--- src/rtl/dco_calc_pkg.sv ---
package dco_calc_pkg;

    typedef enum logic [2:0] {
        ST_IDLE   = 3'd0,
        ST_LOAD   = 3'd1,
        ST_DIVIDE = 3'd2,
        ST_ROUND  = 3'd3,
        ST_FINISH = 3'd4
    } calc_state_e;

    // Bits needed to hold the kHz-per-MHz scale factor.
    localparam int unsigned SCALE_KHZ = 1000;
    localparam int unsigned SCALE_W   = $clog2(SCALE_KHZ);

endpackage

--- src/rtl/dco_ref_normalize.sv ---
// Maps the one reference value whose source is pre-divided onto its halved value.
module dco_ref_normalize #(
    parameter int unsigned REF_W     = 17,
    parameter int unsigned HALVE_KHZ = 38400
) (
    input  logic [REF_W-1:0] ref_raw_i,
    output logic [REF_W-1:0] ref_eff_o,
    output logic             ref_zero_o
);
    localparam logic [REF_W-1:0] HALVE_VAL = REF_W'(HALVE_KHZ);

    always_comb begin
        if (ref_raw_i == HALVE_VAL) begin
            ref_eff_o = {1'b0, ref_raw_i[REF_W-1:1]};
        end else begin
            ref_eff_o = ref_raw_i;
        end
        ref_zero_o = (ref_raw_i == '0);
    end

endmodule

--- src/rtl/dco_restoring_div.sv ---
// Iterative restoring divider: one quotient bit per step, MSB first.
module dco_restoring_div #(
    parameter int unsigned DVD_W = 40,
    parameter int unsigned DVS_W = 17
) (
    input  logic             clk,
    input  logic             rst_n,
    input  logic             load_i,
    input  logic             step_i,
    input  logic [DVD_W-1:0] dividend_i,
    input  logic [DVS_W-1:0] divisor_i,
    output logic [DVD_W-1:0] quot_o,
    output logic [DVS_W-1:0] rem_o,
    output logic             last_o
);
    localparam int unsigned CNT_W = $clog2(DVD_W);
    localparam logic [CNT_W-1:0] LAST_CNT = CNT_W'(DVD_W - 1);

    logic [DVD_W-1:0] shq_q;
    logic [DVS_W-1:0] acc_q;
    logic [DVS_W-1:0] dvs_q;
    logic [CNT_W-1:0] cnt_q;

    logic [DVS_W:0]   trial;
    logic [DVS_W:0]   diff;
    logic             fits;

    always_comb begin
        trial = {acc_q, shq_q[DVD_W-1]};
        fits  = (trial >= {1'b0, dvs_q});
        diff  = trial - {1'b0, dvs_q};
    end

    always_ff @(posedge clk or negedge rst_n) begin
        if (!rst_n) begin
            shq_q <= '0;
            acc_q <= '0;
            dvs_q <= '0;
            cnt_q <= '0;
        end else if (load_i) begin
            shq_q <= dividend_i;
            acc_q <= '0;
            dvs_q <= divisor_i;
            cnt_q <= '0;
        end else if (step_i) begin
            shq_q <= {shq_q[DVD_W-2:0], fits};
            acc_q <= fits ? diff[DVS_W-1:0] : trial[DVS_W-1:0];
            cnt_q <= cnt_q + 1'b1;
        end
    end

    assign quot_o = shq_q;
    assign rem_o  = acc_q;
    assign last_o = (cnt_q == LAST_CNT);

endmodule

--- src/rtl/dco_round_pack.sv ---
// Rounds the quotient upward on a nonzero remainder and splits it into fields.
module dco_round_pack #(
    parameter int unsigned DVD_W  = 40,
    parameter int unsigned DVS_W  = 17,
    parameter int unsigned INT_W  = 10,
    parameter int unsigned FRAC_W = 15
) (
    input  logic [DVD_W-1:0]        quot_i,
    input  logic [DVS_W-1:0]        rem_i,
    input  logic                    div_zero_i,
    output logic [INT_W-1:0]        int_o,
    output logic [FRAC_W-1:0]       frac_o,
    output logic [INT_W+FRAC_W-1:0] word_o
);
    logic [DVD_W-1:0] rounded;
    logic             bump;

    always_comb begin
        bump    = (rem_i != '0);
        rounded = quot_i + DVD_W'(bump);
        if (div_zero_i) begin
            int_o  = '1;
            frac_o = '1;
        end else begin
            int_o  = rounded[FRAC_W +: INT_W];
            frac_o = rounded[FRAC_W-1:0];
        end
        word_o = {frac_o, int_o};
    end

endmodule

--- src/rtl/dco_word_calc.sv ---
module dco_word_calc
    import dco_calc_pkg::*;
#(
    parameter int unsigned DCO_W     = 15,
    parameter int unsigned REF_W     = 17,
    parameter int unsigned INT_W     = 10,
    parameter int unsigned FRAC_W    = 15,
    parameter int unsigned HALVE_KHZ = 38400
) (
    input  logic                    clk,
    input  logic                    rst_n,
    input  logic                    start_i,
    input  logic [DCO_W-1:0]        dco_mhz_i,
    input  logic [REF_W-1:0]        ref_khz_i,
    output logic                    done_o,
    output logic [INT_W-1:0]        int_o,
    output logic [FRAC_W-1:0]       frac_o,
    output logic [INT_W+FRAC_W-1:0] word_o
);
    localparam int unsigned NUM_W  = DCO_W + SCALE_W;
    localparam int unsigned DVD_W  = NUM_W + FRAC_W;
    localparam int unsigned WORD_W = INT_W + FRAC_W;

    calc_state_e state_q, state_d;

    logic [DCO_W-1:0]  dco_q;
    logic [REF_W-1:0]  ref_q;
    logic              ref_zero_q;
    logic [REF_W-1:0]  ref_eff;
    logic              ref_zero;

    logic [NUM_W-1:0]  num_khz;
    logic [DVD_W-1:0]  dividend;
    logic [DVD_W-1:0]  quot;
    logic [REF_W-1:0]  rem;
    logic              div_last;
    logic              div_load;
    logic              div_step;

    logic [INT_W-1:0]  int_n;
    logic [FRAC_W-1:0] frac_n;
    logic [WORD_W-1:0] word_n;

    logic [INT_W-1:0]  int_q;
    logic [FRAC_W-1:0] frac_q;
    logic [WORD_W-1:0] word_q;

    dco_ref_normalize #(
        .REF_W     (REF_W),
        .HALVE_KHZ (HALVE_KHZ)
    ) u_norm (
        .ref_raw_i  (ref_khz_i),
        .ref_eff_o  (ref_eff),
        .ref_zero_o (ref_zero)
    );

    // Operand capture on the accepting edge only.
    always_ff @(posedge clk or negedge rst_n) begin
        if (!rst_n) begin
            dco_q      <= '0;
            ref_q      <= '0;
            ref_zero_q <= 1'b0;
        end else if (state_q == ST_IDLE && start_i) begin
            dco_q      <= dco_mhz_i;
            ref_q      <= ref_eff;
            ref_zero_q <= ref_zero;
        end
    end

    always_comb begin
        num_khz  = NUM_W'(dco_q) * NUM_W'(SCALE_KHZ);
        dividend = {num_khz, {FRAC_W{1'b0}}};
    end

    dco_restoring_div #(
        .DVD_W (DVD_W),
        .DVS_W (REF_W)
    ) u_div (
        .clk        (clk),
        .rst_n      (rst_n),
        .load_i     (div_load),
        .step_i     (div_step),
        .dividend_i (dividend),
        .divisor_i  (ref_q),
        .quot_o     (quot),
        .rem_o      (rem),
        .last_o     (div_last)
    );

    dco_round_pack #(
        .DVD_W  (DVD_W),
        .DVS_W  (REF_W),
        .INT_W  (INT_W),
        .FRAC_W (FRAC_W)
    ) u_pack (
        .quot_i     (quot),
        .rem_i      (rem),
        .div_zero_i (ref_zero_q),
        .int_o      (int_n),
        .frac_o     (frac_n),
        .word_o     (word_n)
    );

    // Next-state logic.
    always_comb begin
        state_d = state_q;
        unique case (state_q)
            ST_IDLE:   if (start_i) state_d = ST_LOAD;
            ST_LOAD:   state_d = ST_DIVIDE;
            ST_DIVIDE: if (div_last) state_d = ST_ROUND;
            ST_ROUND:  state_d = ST_FINISH;
            ST_FINISH: state_d = ST_IDLE;
            default:   state_d = ST_IDLE;
        endcase
    end

    // State register.
    always_ff @(posedge clk or negedge rst_n) begin
        if (!rst_n) begin
            state_q <= ST_IDLE;
        end else begin
            state_q <= state_d;
        end
    end

    // Result registers: written once per computation, held otherwise.
    always_ff @(posedge clk or negedge rst_n) begin
        if (!rst_n) begin
            int_q  <= '0;
            frac_q <= '0;
            word_q <= '0;
        end else if (state_q == ST_ROUND) begin
            int_q  <= int_n;
            frac_q <= frac_n;
            word_q <= word_n;
        end
    end

    // Output and control decode.
    always_comb begin
        div_load = (state_q == ST_LOAD);
        div_step = (state_q == ST_DIVIDE);
        done_o   = (state_q == ST_FINISH);
        int_o    = int_q;
        frac_o   = frac_q;
        word_o   = word_q;
    end

endmodule

--- config.mk ---
export PLATFORM = sky130hd
export DESIGN_NAME = dco_word_calc
export DESIGN_NICKNAME = d
export VERILOG_FILES = /design/src/rtl/dco_calc_pkg.sv /design/src/rtl/dco_ref_normalize.sv /design/src/rtl/dco_restoring_div.sv /design/src/rtl/dco_round_pack.sv /design/src/rtl/dco_word_calc.sv
export SDC_FILE = /design/constraint.sdc
export NUM_CORES = 1
export LEC_CHECK = 0
export BUFFER_PORTS_ARGS = -buffer_cell sky130_fd_sc_hd__buf_2
export CAP_MARGIN = 20
export CORE_MARGIN = 5
export CORE_UTILIZATION = 55
export DETAILED_ROUTE_END_ITERATION = 12
export PLACE_DENSITY = 0.73
export SYNTH_ARGS = -nofsm -noshare
export SYNTH_HDL_FRONTEND = slang
export SYNTH_HIERARCHICAL = 1
export SYNTH_SLANG_ARGS = --single-unit
--- constraint.sdc ---
create_clock -name clk -period 4.88 [get_ports clk]
set_input_delay 0.488 -clock clk [delete_from_list [all_inputs] [get_ports clk]]
set_output_delay 0.488 -clock clk [all_outputs]
set_load 0.05 [all_outputs]
==> flow_summary.yaml <==
outcome:
  status: "completed"
floorplan:
  start_util_pct: 55.73
  die_w_um: 153.0
  ios: 86
  dieArea_um2: 23390
  core_region_area_um2: 20170
  row_count: 52
  fp.dieH_um: 153.0
logic_synthesis:
  syn-cell-area_um2: 11240
  synth_warnings: 6
  yosysSeqAreaShare_pct: 36.96
  ys_ff_latch: 166
  synth-main-ff-cell: "dfrtp_1"
  synth_async_sr_flop_share_pct: 100.0
  synth_area_per_cell_um2: 9.351
  synthCells: 1202
  synth-edff-count: 0
  netlist_top_cells_area: "dfrtp_1, fa_1, nand2_1"
  ys_types: 77
  yosysTopAreaCell: "dfrtp_1"
  netlist.area_leader.share_pct: 36.96
drt:
  wl_per_cell_um: 14.02
  first_iter_violations: 436
  drt-total-wl_um: 21440
  ant_nets: 0
  drcViolationCount: 0
  via_per_inst: 5.336
  vias: 8158
  drtPass1Iterations: 4
setup_path:
  cp_max_fo: 5
  rr_startpoint: "dco_q[5]"
  setup.worst_path.start_class: "register"
  required_ns: 5.17
  worstSetupEndpointType: "register"
  rrSetupSlack_ns: 0.27
  cp.arrival_ns: 4.90
  reg2reg_depth: 15
  r2r_end: "u_div/quot_o[36]"
  worstSetupPathType: "register to register"
clocking:
  clock_latency_ns: 0.43
  clk_pin_slew_ns: 0.06
  cts_tree: "built"
  hold_buffers: 0
  numCtsBuffers: 17
  cts_max_level: 4
  root_buffer: "clkbuf_16"
  cts_buffer_depth: 2
  cts.sinks: 166
global_routing:
  grt_util_met3_pct: 3.760
  track_usage_pct: 18.82
  grtUsageMet1_pct: 26.69
  antenna_found_initial: 0
  grt-ovfl-total: 0
  grt_pass1_wl_um: 37360
  grt_pass1_vias: 7981
  met2_usage_pct: 29.95
  grt_max_degree: 90
  top_usage_layer: "met2"
timing:
  setup_violations: 0
  rsz0062_at_grt: "false"
  fin_crit_ns: 4.605
  worst_pin_slew_ns: 0.8042
  fin_tns_setup_ns: 0
  slew_violations: 0
  period_share_pct: 94.37
  relSlewSlack_pct: 46.38
  fin_skew_ns: 0.01389
  fmax_ghz: 0.2172
  hold-worst-slack_ns: 0.06412
  hold_viol: 0
job:
  drv_cap: 0
place:
  detailed_place_hpwl_um: 15640
  dpl_cell_area_um2: 11720
  gp_congestion: 0.8679
  io_buffers: 85
finish:
  final_nets: 1404
  fillers: 1739
  diodes: 0
  final_common_cell: "nand2_1"
  layout_common_cells: "nand2_1, dfrtp_1, inv_1"
  syn2layout_area_growth_pct: 9.986
  fin_area_um2: 12360
  final_core_util_pct: 61.29
  drive_gt1_share_pct: 14.38
hold_path:
  hold_path.class: "input port to async pin"
==> synthesized netlist by cell type (9+ instances only) <==
cell      instances
a211oi_1         18
a21o_1           13
a21oi_1          30
buf_4            29
clkbuf_1         45
dfrtp_1         166
fa_1             51
ha_1             72
inv_1            95
mux2_2           20
mux2i_1          49
nand2_1         243
nand2b_1         16
nand3_1           9
nand4_1          15
nor2_1           45
nor2b_1          11
nor3_1           10
nor4_1           10
o21ai_0          85
xnor2_1          20
xor2_1           21
==> flip-flops by register name (all words and copies together), names as in the netlist <==
register / cells
dco_q: 15
frac_o: 15
int_o: 10
ref_q: 17
ref_zero_q: 1
state_q: 3
u_div/cnt_q: 6
u_div/dvs_q: 17
u_div/quot_o: 40
u_div/rem_o: 17
word_o: 25
==> area by class of cell <==
type / instances / area (um^2) / share of cell area, %
Sequential cell: 166 / 4154 / 33.60
Timing Repair Buffer: 97 / 534.3 / 4.322
Clock inverter: 12 / 165.2 / 1.336
Inverter: 96 / 364.1 / 2.945
Multi-Input combinational cell: 868 / 6340 / 51.29
Clock buffer: 20 / 466.7 / 3.775
Tap cell: 270 / 337.8 / 2.733
==> kinds of logic after synthesis <==
kind of cell / Yosys count / share of synthesized area (%)
buffers and inverters: 185 / 7.414
XOR/XNOR: 41 / 3.195
AO/OA/AOI/OAI: 209 / 12.19
other: 1 / 0.03336
adder cells (fa/ha/maj): 123 / 17.10
multiplexers: 69 / 6.368
AND/OR/NAND/NOR: 408 / 16.74
flip-flops: 166 / 36.96
==> worst max-delay path, stage by stage, from the launching register on <==
cell and delay (ns):
dfrtp_1 0.40, inv_1 0.25, fa_1 0.50, fa_1 0.57, fa_1 0.45, fa_1 0.51, inv_1 0.04, ha_1 0.35
o21ai_1 0.10, a2111oi_2 0.34, o21ai_1 0.17, a21boi_2 0.23, nor4_1 0.08, a311o_1 0.32, nand2_1 0.07, o21ai_0 0.07
==> metal layers <==
layer	vias to the layer above	part of all wire, %
met1	3876	48
met5	-	0
met2	167	46
met4	0	1.3
li1	4092	-
met3	23	4.3
==> worst max-delay path by stage <==
stage | from | to
detailed placement | dco_q[9] | u_div/quot_o[36]
finish | dco_q[5] | u_div/quot_o[36]
floorplan | dco_q[10] | u_div/quot_o[36]
global placement | dco_q[9] | u_div/quot_o[36]
global route | dco_q[7] | u_div/quot_o[36]
CTS | dco_q[9] | u_div/quot_o[36]
==> metrics by stage <==
step | worst slack (ns) | cells
after CTS | 0.2299 | 1528
after floorplan | 0.6053 | 1219
after global routing | 0.0009996 | 1529
after global placement | 0.3695 | 1496
final | 0.2750 | 1529
after detailed placement | 0.2426 | 1496
==> repair_timing <==
item / in CTS / in global routing
setup buffers: 0 / 1
resized for setup: 0 / 4
endpoints found under the setup margin: 0 / 1
Power is not shown: default switching activity piles up to over one toggle a cycle in this logic, so the estimate is an artifact.
